[config.mk]
export PLATFORM = sky130hd
export DESIGN_NAME = fu_pg_ctrl
export DESIGN_NICKNAME = d
export VERILOG_FILES = /design/src/rtl/fgc_pkg.sv /design/src/rtl/fgc_sat_ctr.sv /design/src/rtl/fgc_unit_fsm.sv /design/src/rtl/fgc_regs.sv /design/src/rtl/fu_pg_ctrl.sv
export SDC_FILE = /design/constraint.sdc
export NUM_CORES = 2
export LEC_CHECK = 0
export BUFFER_PORTS_ARGS = -buffer_cell sky130_fd_sc_hd__buf_2
export CORE_MARGIN = 8
export CORE_UTILIZATION = 48
export DETAILED_ROUTE_END_ITERATION = 8
export PLACE_DENSITY_LB_ADDON = 0.12
export RECOVER_POWER = 25
export SYNTH_ARGS = -nofsm -noshare
export SYNTH_HDL_FRONTEND = slang
export SYNTH_SLANG_ARGS = --single-unit
[constraint.sdc]
create_clock -name clk -period 3.3 [get_ports clk]
set_input_delay 0.33 -clock clk [delete_from_list [all_inputs] [get_ports clk]]
set_output_delay 0.33 -clock clk [all_outputs]
set_load 0.02 [all_outputs]
[src/rtl/fgc_pkg.sv]
`timescale 1ns/1ps
package fgc_pkg;
    localparam int NUM_UNITS = 4;
    localparam int DIR_W     = 6;
    localparam int POL_W     = 2;
    localparam int POL_LSB   = 5;
    localparam int DATA_W    = 32;

    localparam logic [DIR_W-1:0] DIR_SLEEP = 6'h00;
    localparam logic [DIR_W-1:0] DIR_STAY  = 6'h27;

    localparam logic [POL_W-1:0] POL_AFTER = 2'b00;
    localparam logic [POL_W-1:0] POL_MISS  = 2'b01;
    localparam logic [POL_W-1:0] POL_ON    = 2'b10;

    typedef enum logic [1:0] {
        ST_IDLE,
        ST_BUSY,
        ST_ASLEEP,
        ST_WAKING
    } unit_st_e;

    typedef enum logic [1:0] {
        OVR_NONE,
        OVR_SLEEP,
        OVR_STAY
    } ovr_e;

    function automatic ovr_e dir_decode(input logic [DIR_W-1:0] d);
        if (d == DIR_SLEEP)     return OVR_SLEEP;
        else if (d == DIR_STAY) return OVR_STAY;
        else                    return OVR_NONE;
    endfunction
endpackage

[src/rtl/fgc_sat_ctr.sv]
`timescale 1ns/1ps
module fgc_sat_ctr #(
    parameter int W = 32
) (
    input  logic         clk,
    input  logic         rst_n,
    input  logic         clr_i,
    input  logic         inc_i,
    output logic [W-1:0] q_o
);
    always_ff @(posedge clk or negedge rst_n) begin
        if (!rst_n)                     q_o <= '0;
        else if (clr_i)                 q_o <= '0;
        else if (inc_i && (q_o != '1))  q_o <= q_o + 1'b1;
    end

    // a full counter holds its value
    a_r10_saturate_hold: assert property (@(posedge clk) disable iff (!rst_n)
        (q_o == '1 && !clr_i) |=> (q_o == '1));
    // clear lands on the same edge
    a_r10_clear_zero: assert property (@(posedge clk) disable iff (!rst_n)
        clr_i |=> (q_o == '0));
    // no wrap-around without a clear
    a_r8_no_wrap: assert property (@(posedge clk) disable iff (!rst_n)
        !clr_i |=> (q_o >= $past(q_o)));
endmodule

[src/rtl/fgc_unit_fsm.sv]
`timescale 1ns/1ps
module fgc_unit_fsm
    import fgc_pkg::*;
#(
    parameter int WAKE_CYCLES = 2,
    parameter int CNT_W       = 32
) (
    input  logic             clk,
    input  logic             rst_n,
    input  logic [POL_W-1:0] pol_i,
    input  logic [CNT_W-1:0] bet_i,
    input  logic             iss_i,
    input  logic [DIR_W-1:0] dir_i,
    input  logic             done_i,
    input  logic             miss_i,
    output logic             sleep_o,
    output logic             stall_o,
    output logic             asleep_tick_o,
    output logic             ep_end_o,
    output logic             ep_short_o
);
    localparam int WC_W = $clog2(WAKE_CYCLES + 1);

    unit_st_e        st_q, st_n;
    ovr_e            ovr_q, ovr_n, iss_ovr;
    logic            pend_q, pend_n;
    logic            bym_q, bym_n;
    logic [WC_W-1:0] wcnt_q, wcnt_n;
    logic [CNT_W-1:0] eplen_q;
    logic            go_sleep, wake_req;

    // decision taken when the current operation completes
    always_comb begin
        unique case (ovr_q)
            OVR_SLEEP: go_sleep = 1'b1;
            OVR_STAY:  go_sleep = 1'b0;
            default:   go_sleep = (pol_i == POL_AFTER) ||
                                  ((pol_i == POL_MISS) && miss_i);
        endcase
    end

    assign wake_req = pol_i[1] || (bym_q && (!miss_i || (pol_i != POL_MISS)));
    assign iss_ovr  = dir_decode(dir_i);

    // next-state logic
    always_comb begin
        st_n   = st_q;
        ovr_n  = ovr_q;
        pend_n = pend_q;
        bym_n  = bym_q;
        wcnt_n = wcnt_q;
        unique case (st_q)
            ST_IDLE: begin
                if (iss_i) begin
                    st_n  = ST_BUSY;
                    ovr_n = iss_ovr;
                end else if ((pol_i == POL_MISS) && miss_i) begin
                    st_n  = ST_ASLEEP;
                    bym_n = 1'b1;
                end
            end
            ST_BUSY: begin
                if (iss_i) begin
                    ovr_n = iss_ovr;
                end else if (done_i) begin
                    ovr_n = OVR_NONE;
                    if (go_sleep) begin
                        st_n  = ST_ASLEEP;
                        bym_n = (ovr_q == OVR_NONE) && (pol_i == POL_MISS);
                    end else begin
                        st_n  = ST_IDLE;
                    end
                end
            end
            ST_ASLEEP: begin
                if (iss_i) begin
                    st_n   = ST_WAKING;
                    wcnt_n = WC_W'(WAKE_CYCLES);
                    pend_n = 1'b1;
                    ovr_n  = iss_ovr;
                end else if (wake_req) begin
                    st_n   = ST_WAKING;
                    wcnt_n = WC_W'(WAKE_CYCLES);
                    pend_n = 1'b0;
                    ovr_n  = OVR_NONE;
                end
            end
            ST_WAKING: begin
                if (iss_i) begin
                    pend_n = 1'b1;
                    ovr_n  = iss_ovr;
                end
                if (wcnt_q == WC_W'(1)) begin
                    st_n  = (pend_q || iss_i) ? ST_BUSY : ST_IDLE;
                    bym_n = 1'b0;
                    pend_n = 1'b0;
                end else begin
                    wcnt_n = wcnt_q - 1'b1;
                end
            end
            default: st_n = ST_IDLE;
        endcase
    end

    // state register
    always_ff @(posedge clk or negedge rst_n) begin
        if (!rst_n) begin
            st_q   <= ST_IDLE;
            ovr_q  <= OVR_NONE;
            pend_q <= 1'b0;
            bym_q  <= 1'b0;
            wcnt_q <= '0;
        end else begin
            st_q   <= st_n;
            ovr_q  <= ovr_n;
            pend_q <= pend_n;
            bym_q  <= bym_n;
            wcnt_q <= wcnt_n;
        end
    end

    // length of the running episode, minus one
    always_ff @(posedge clk or negedge rst_n) begin
        if (!rst_n)                   eplen_q <= '0;
        else if (st_q != ST_ASLEEP)   eplen_q <= '0;
        else if (eplen_q != '1)       eplen_q <= eplen_q + 1'b1;
    end

    // outputs
    always_comb begin
        sleep_o       = (st_q == ST_ASLEEP);
        asleep_tick_o = (st_q == ST_ASLEEP);
        stall_o       = ((st_q == ST_ASLEEP) && iss_i) ||
                        ((st_q == ST_WAKING) && (pend_q || iss_i));
        ep_end_o      = (st_q == ST_ASLEEP) && (st_n != ST_ASLEEP);
        ep_short_o    = ep_end_o && (eplen_q < bet_i);
    end

    // an issue to a sleeping unit leaves it powered and stalled next cycle
    a_r7_wake_then_stall: assert property (@(posedge clk) disable iff (!rst_n)
        (sleep_o && iss_i) |=> (!sleep_o && stall_o));
    // leaving sleep always passes through the wake countdown
    a_r7_fall_into_waking: assert property (@(posedge clk) disable iff (!rst_n)
        $fell(sleep_o) |-> (st_q == ST_WAKING));
    // sleep is only entered from a powered, non-waking state
    a_r3_sleep_entry: assert property (@(posedge clk) disable iff (!rst_n)
        $rose(sleep_o) |-> (($past(st_q) == ST_BUSY) || ($past(st_q) == ST_IDLE)));
    // an idle always-on unit does not fall asleep
    a_r5_idle_stays_on: assert property (@(posedge clk) disable iff (!rst_n)
        ((st_q == ST_IDLE) && pol_i[1]) |=> !sleep_o);
endmodule

[src/rtl/fgc_regs.sv]
`timescale 1ns/1ps
module fgc_regs
    import fgc_pkg::*;
#(
    parameter int CNT_W     = 32,
    parameter int BET_RESET = 4
) (
    input  logic                                clk,
    input  logic                                rst_n,
    input  logic                                we_i,
    input  logic [1:0]                          waddr_i,
    input  logic [DATA_W-1:0]                   wdata_i,
    input  logic [4:0]                          raddr_i,
    input  logic [NUM_UNITS-1:0][CNT_W-1:0]     sleep_cnt_i,
    input  logic [NUM_UNITS-1:0][CNT_W-1:0]     ep_cnt_i,
    input  logic [NUM_UNITS-1:0][CNT_W-1:0]     short_cnt_i,
    output logic [NUM_UNITS*POL_W-1:0]          pol_o,
    output logic [CNT_W-1:0]                    bet_o,
    output logic                                clr_o,
    output logic [DATA_W-1:0]                   rdata_o
);
    localparam int PW = NUM_UNITS * POL_W;
    localparam logic [PW-1:0] POL_RESET = {NUM_UNITS{POL_ON}};

    logic unused_wdata;
    assign unused_wdata = ^wdata_i;

    always_ff @(posedge clk or negedge rst_n) begin
        if (!rst_n) begin
            pol_o <= POL_RESET;
            bet_o <= CNT_W'(BET_RESET);
        end else if (we_i) begin
            if (waddr_i == 2'd0) pol_o <= wdata_i[POL_LSB +: PW];
            if (waddr_i == 2'd1) bet_o <= wdata_i[CNT_W-1:0];
        end
    end

    assign clr_o = we_i && (waddr_i == 2'd2) && wdata_i[0];

    always_comb begin
        rdata_o = '0;
        unique case (raddr_i[4:2])
            3'd0: begin
                if (raddr_i[1:0] == 2'd0) rdata_o[POL_LSB +: PW] = pol_o;
                if (raddr_i[1:0] == 2'd1) rdata_o = DATA_W'(bet_o);
            end
            3'd2:    rdata_o = DATA_W'(sleep_cnt_i[raddr_i[1:0]]);
            3'd3:    rdata_o = DATA_W'(ep_cnt_i[raddr_i[1:0]]);
            3'd4:    rdata_o = DATA_W'(short_cnt_i[raddr_i[1:0]]);
            default: rdata_o = '0;
        endcase
    end

    // a policy write is read back with only the field bits populated
    a_r1_policy_readback: assert property (@(posedge clk) disable iff (!rst_n)
        (we_i && waddr_i == 2'd0) |=> (pol_o == $past(wdata_i[POL_LSB +: PW])));
endmodule

[src/rtl/fu_pg_ctrl.sv]
`timescale 1ns/1ps
module fu_pg_ctrl
    import fgc_pkg::*;
#(
    parameter int WAKE_CYCLES = 2,
    parameter int CNT_W       = 32,
    parameter int BET_RESET   = 4
) (
    input  logic        clk,
    input  logic        rst_n,
    input  logic        cfg_we,
    input  logic [1:0]  cfg_waddr,
    input  logic [31:0] cfg_wdata,
    input  logic [4:0]  cfg_raddr,
    output logic [31:0] cfg_rdata,
    input  logic [3:0]  iss_vld,
    input  logic [23:0] iss_dir,
    input  logic [3:0]  unit_done,
    input  logic        miss_pend,
    output logic [3:0]  unit_sleep,
    output logic        wake_stall
);
    logic [NUM_UNITS*POL_W-1:0]          pol;
    logic [CNT_W-1:0]                    bet;
    logic                                clr;
    logic [NUM_UNITS-1:0]                stall, tick, ep_end, ep_short;
    logic [NUM_UNITS-1:0][CNT_W-1:0]     sleep_cnt, ep_cnt, short_cnt;

    fgc_regs #(.CNT_W(CNT_W), .BET_RESET(BET_RESET)) u_regs (
        .clk(clk), .rst_n(rst_n), .we_i(cfg_we), .waddr_i(cfg_waddr),
        .wdata_i(cfg_wdata), .raddr_i(cfg_raddr),
        .sleep_cnt_i(sleep_cnt), .ep_cnt_i(ep_cnt), .short_cnt_i(short_cnt),
        .pol_o(pol), .bet_o(bet), .clr_o(clr), .rdata_o(cfg_rdata)
    );

    for (genvar u = 0; u < NUM_UNITS; u++) begin : g_unit
        fgc_unit_fsm #(.WAKE_CYCLES(WAKE_CYCLES), .CNT_W(CNT_W)) u_fsm (
            .clk(clk), .rst_n(rst_n),
            .pol_i(pol[u*POL_W +: POL_W]), .bet_i(bet),
            .iss_i(iss_vld[u]), .dir_i(iss_dir[u*DIR_W +: DIR_W]),
            .done_i(unit_done[u]), .miss_i(miss_pend),
            .sleep_o(unit_sleep[u]), .stall_o(stall[u]),
            .asleep_tick_o(tick[u]), .ep_end_o(ep_end[u]), .ep_short_o(ep_short[u])
        );
        fgc_sat_ctr #(.W(CNT_W)) u_sleep_ctr (
            .clk(clk), .rst_n(rst_n), .clr_i(clr), .inc_i(tick[u]), .q_o(sleep_cnt[u]));
        fgc_sat_ctr #(.W(CNT_W)) u_ep_ctr (
            .clk(clk), .rst_n(rst_n), .clr_i(clr), .inc_i(ep_end[u]), .q_o(ep_cnt[u]));
        fgc_sat_ctr #(.W(CNT_W)) u_short_ctr (
            .clk(clk), .rst_n(rst_n), .clr_i(clr), .inc_i(ep_short[u]), .q_o(short_cnt[u]));

        // short episodes are a subset of all episodes
        a_r9_short_le_all: assert property (@(posedge clk) disable iff (!rst_n)
            short_cnt[u] <= ep_cnt[u]);
    end

    assign wake_stall = |stall;
endmodule

Word-level counts from Yosys, hierarchy flattened --
Index checks and enable logic that the tools add are counted.
Operators by class: muxes and demuxes 181, $add $sub $neg 20, equal/unequal tests 110, magnitude comparators 5, reduce and logical (&&, ||, !) cells 129
Operators with widths (number):
- 32-bit two-way mux | 36
- 32-bit by 1-bit adder with 32-bit output, second input constant | 16
- 32-bit inequality test, second input constant | 16
- 32-bit binary-select mux with 2-bit select | 3
- 2-bit two-way mux | 72
- 32-bit less-than comparator | 4
- 32-bit one-hot mux with 4 select lines | 1
- 2-bit inequality test, second input constant | 24
- 1-bit two-way mux | 44
- 1-bit logical AND | 42
- 2-bit by 1-bit inequality test with 1-bit output, second input constant | 20
- 2-bit nonzero test | 20
- 2-bit by 1-bit equality test with 1-bit output, second input constant | 18
- 3-bit AND reduction | 12
- 2-bit one-hot mux with 4 select lines | 4
- 2-bit logical NOT | 14
- 7-bit AND reduction | 4
- 2-bit equality test, second input constant | 13
- 6-bit equality test, second input constant | 4
- 6-bit logical NOT | 4
- 3-bit inequality test, second input constant | 8
- 2-bit one-hot mux with 3 select lines | 4
- 1-bit logical OR | 20
- 1-bit one-hot mux with 2 select lines | 8
- other kinds (14) | 34
Storage, ports and cells: input bits 75, word-level logic and storage cells 483, output and inout bits 37, bits in registers 584

Depth between registers and ports, before layout --
depth after elaboration 14, mapped depth 12, depth with buffers taken out 10

Hierarchy --
A second synthesis with hierarchy kept.
Unflattened totals: cell total of the unflattened synthesis 4374, area, all modules 40174.8 um^2
By module, submodules not included:
- fgc_sat_ctr (g_unit[0].u_ep_ctr ...) | area an instance 1866.8 um^2, times used 11, cells each 198, sequential area each 800.8 um^2
- fgc_unit_fsm (g_unit[1].u_fsm ...) | area an instance 3176.8 um^2, times used 2, cells each 366, sequential area each 1001.0 um^2
- fgc_regs | area an instance 4972.3 um^2, times used 1, cells each 507, sequential area each 1007.2 um^2
- fgc_unit_fsm (g_unit[0].u_fsm) | area an instance 3325.7 um^2, times used 1, cells each 395, sequential area each 1001.0 um^2
- fgc_unit_fsm (g_unit[3].u_fsm) | area an instance 3140.5 um^2, times used 1, cells each 363, sequential area each 1001.0 um^2
- fgc_sat_ctr (g_unit[2].u_ep_ctr) | area an instance 1840.5 um^2, times used 1, cells each 198, sequential area each 800.8 um^2
- fu_pg_ctrl | area an instance 7.5 um^2, times used 1, cells each 1, sequential area each 0.0 um^2

Worst setup path before layout --
No wires, ideal clock.
kind flip-flop to flip-flop, from reg u_regs.bet_o[7], to reg g_unit[2].u_short_ctr.q_o[23], clock period less this slack 2.801 ns, library setup time 0.132 ns, required time 3.168 ns, stages on the path, launching flop included 12, path slack 0.499 ns, arrival 2.670 ns, cell sequence dfrtp_1 -> inv_1 -> ha_1 -> a21oi_1 -> o21ai_0 -> a211oi_4 -> a21oi_2 -> or4_4 -> buf_6 -> or4_4 -> xor2_1 -> nor2_1
Between the ends: cells in the longest elaborated chain, start to end 4
Ends and longest elaborated chain:
- start, declared | line fgc_regs.sv:18 | output logic [CNT_W-1:0] bet_o,
- start signal, assigned | line fgc_regs.sv:31 | bet_o <= CNT_W'(BET_RESET);
- start signal, assigned | line fgc_regs.sv:34 | if (waddr_i == 2'd1) bet_o <= wdata_i[CNT_W-1:0];
- 32-bit less-than comparator | line fgc_unit_fsm.sv:136 | ep_short_o = ep_end_o && (eplen_q < bet_i);
- 1-bit logical AND | line fgc_unit_fsm.sv:136
- 1-bit logical AND | line fgc_sat_ctr.sv:14 | else if (inc_i && (q_o != '1)) q_o <= q_o + 1'b1;
- 2-bit nonzero test (no source line)
- end signal, assigned | line fgc_sat_ctr.sv:14
- end, declared | line fgc_sat_ctr.sv:9 | output logic [W-1:0] q_o
No other way between the ends. A chain may end at the register's enable or synchronous reset.

Final worst setup path --
from reg u_regs.bet_o[7], to reg g_unit[3].u_short_ctr.q_o[0]
Between the ends: cells in the longest elaborated chain, start to end 4
Ends and longest elaborated chain (line):
- 32-bit less-than comparator | fgc_unit_fsm.sv:136
- 1-bit logical AND | fgc_unit_fsm.sv:136
- 1-bit logical AND | fgc_sat_ctr.sv:14
- 2-bit nonzero test (no source line)
- end signal, assigned | fgc_sat_ctr.sv:14
- end, declared | fgc_sat_ctr.sv:9
No other way between the ends.

==> metrics.cfg <==
[status]
violations = max-capacitance violations, max-slew violations
status = complete, but fails checks

[drt]
drtAntennaViolNets = 0
routed_wl_mm = 114
routedWlPerCell_um = 22.9
dr.first_iter.drc_count = 3049
drtPass1Iterations = 5
vias = 29900
drcViolationCount = 0
vias_per_cell = 6.00

[timing]
setup-violations-final = 0
setup_tns_ns = 0
drv_slew = 91
clock_skew_ns = 0.0230
fin_crit_sh = 0.944
slew_headroom = -0.513
worst_pin_slew_ns = 2.27
hold_viol = 0
fmax_mhz = 321
period_needed_ns = 3.12
rsz0062_at_grt = no

[grt]
grt_use_total = 0.273
grt_max_degree = 135
grt_pass1_wl_mm = 176
grt_overflow = 0
grt_pass1_vias = 28300
antenna_found_initial = 6

[critical_path]
max_stage_delay_ns = 0.36
worst-setup-path-type = register to register
crit_buf_inv = 4
reg2reg_slack_ns = 0.18
r2r-end = g_unit[3].u_short_ctr.q_o[0]
cp_num_cells = 13
cp_common_cell = buf_4
critPathMaxFanout = 44
r2r_cells = 13
reg2reg_from = u_regs.bet_o[7]
end_kind = register
required_ns = 3.76
cp_top_family = compound AO/OA/AOI/OAI gates
cp-start-kind = register
cp_cell_sequence = inv_1, buf_4, ha_1, and2_1, a221oi_1, o21ai_0, a21oi_1, o211ai_1, buf_4, nor2_2, buf_4, xnor2_1, nor2_1
cp_data_arrival_time_ns = 3.58
cp_slowest_cell = a21oi_1

[clock_tree]
cts_buffers = 72
clockRootBuffer = clkbuf_16
tritoncts = built
clockBufferDepth = 3
htreeDepth = 3
clock_latency_ns = 0.62
cts.sinks = 584
path_clk_slew_ns = 0.06

[logic_synthesis]
synthDistinctLibCells = 94
syn-num-nets = 4029
ys_async_sr_fraction = 1.00
ys_ff_latch = 584
synthCells = 3782
ys_warn_count = 0
synthFlopType = dfrtp_1
synth_area_per_cell_um2 = 9.49
synth_edf_count = 0
synth_area_um2 = 35900
seq_area_frac_synth = 0.407

[hold_path]
worstHoldStart = iss_dir[4]
hp-class = primary input to register
whs_endpoint = g_unit[0].u_fsm.ovr_q[1]
worstHoldPathCells = 4

[placed_design]
port_buffers = 111
dpl.hpwl_mm = 85.2
placed_area_um2 = 38200
gp_congestion = 0.908

[floorplanning]
rows = 100
design.core.area_um2 = 74200
initial_utilization = 0.484
io_pins = 112
die_h_um = 289
die_x_um = 289
dieArea_um2 = 83800

[pwr]
power_leakage_uw = 0.0179
power_uw = 21600
p_per_area_nw_per_um2 = 531
ir_worst_vdd_v = 0.000508

[flow_run]
maxCapViolations = 2

[final_layout]
stdcell_area_um2 = 40700
nNetsFinal = 4206
area_growth_pct = 13.5
drive_above_1_share = 0.133

==> tightest hold or removal path: cells and delay by family <==
family                 cells  cell delay (ns)
buffers and inverters      1             0.07
AOI/OAI and AO/OA          1             0.07
and+or+nand+nor            2             0.12
==> through the flow <==
| stage | cells | setup WS [ns] | utilization | hold WS (ns) |
|---|---|---|---|---|
| final | 4985 | 0.185 | 0.549 | 0.0277 |
| after global routing | 4984 | 0.00446 | 0.549 | 0.00951 |
| after CTS | 4982 | 0.0769 | 0.549 | 0.00236 |
| after detailed placement | 4832 | 0.0773 | 0.514 | 0.344 |
| after global placement | 4832 | 0.0835 | 0.514 | 0.339 |
| after floorplan | 3782 | 0.499 | - | 0.0344 |
==> power breakdown <==
group | total [uW] | internal, uW | switching (uW) | leakage (uW)
logic | 5060 | 1910 | 3160 | 0.00880
registers | 8480 | 7750 | 727 | 0.00796
clock network | 8070 | 4860 | 3210 | 0.00118
total | 21600 | 14500 | 7090 | 0.0179
==> synthesized netlist by cell type (all sizes together) (126+ instances only) <==
cell    instances  area share
nor2          551       0.058
o21ai         135       0.019
nand4         167       0.029
dfrtp         579        0.40
inv           127       0.013
a21oi         139       0.020
nand3         201       0.028
clkbuf        126       0.013
xor2          209       0.051
xnor2         183       0.045
nand2         293       0.031
ha            172       0.060
==> metal layers <==
layer	global-route usage	wire, um	vias up
li1	-	-	13900
met4	0.0790	3460	2
met5	0	13	-
met1	0.404	52400	14800
met3	0.0472	8710	178
met2	0.408	49500	996
==> repair_timing <==
item | in CTS | in global routing
gates resized for setup | 0 | 6
hold buffers | 20 | 0
setup buffers | 0 | 1
endpoints found under the setup margin | 0 | 22
endpoints found under the hold margin | 74 | 0
==> flip-flops by register name, indices dropped and copies added (netlist names) <==
signal,flops
g_unit.u_ep_ctr.q_o,128
g_unit.u_fsm.bym_q,4
g_unit.u_fsm.eplen_q,128
g_unit.u_fsm.ovr_q,8
g_unit.u_fsm.pend_q,4
g_unit.u_fsm.st_q,8
g_unit.u_fsm.wcnt_q,8
g_unit.u_short_ctr.q_o,128
g_unit.u_sleep_ctr.q_o,128
u_regs.bet_o,32
u_regs.pol_o,8
==> cells by family after synthesis <==
logic type | count (synthesis) | share of synthesized area
compound gates | 485 | 0.0874
buf+inv | 277 | 0.0303
mux | 168 | 0.0820
simple gates | 1704 | 0.237
xor+xnor | 392 | 0.0957
flops | 584 | 0.407
fa+ha+maj | 172 | 0.0600
==> area by class of cell <==
class                      instances  area, um^2
tap                              969        1210
clock buffer                     108        2170
fill                            6648       33500
antenna                            1        2.50
inverter                         127         477
clock inverter                    22         225
timing repair buffer             253        1780
sequential                       584       14600
multi-input combinational       2921       20200
==> cell usage in the layout (no fill, tap or decap), drive strengths merged, types with 99 or more instances in the layout <==
master  instances
and3           99
xor2          209
o21ai         135
buf           220
ha            172
a21oi         139
clkbuf        121
xnor2         183
dfrtp         579
nor2          551
nand4         167
inv           129
nand2         293
nand3         201
==> worst max path at each step <==
stage	end	slack (ns)	start
after floorplan	g_unit[2].u_short_ctr.q_o[23]	0.50	u_regs.bet_o[7]
after global placement	g_unit[3].u_short_ctr.q_o[0]	0.08	u_regs.bet_o[7]
after detailed placement	g_unit[3].u_short_ctr.q_o[0]	0.08	u_regs.bet_o[7]
after CTS	g_unit[1].u_short_ctr.q_o[23]	0.08	u_regs.bet_o[2]
after global routing	g_unit[1].u_ep_ctr.q_o[21]	0.004	g_unit[1].u_fsm.st_q[0]
final	g_unit[3].u_short_ctr.q_o[0]	0.18	u_regs.bet_o[7]
No activity file was read; power rests on OpenSTA's default activity.
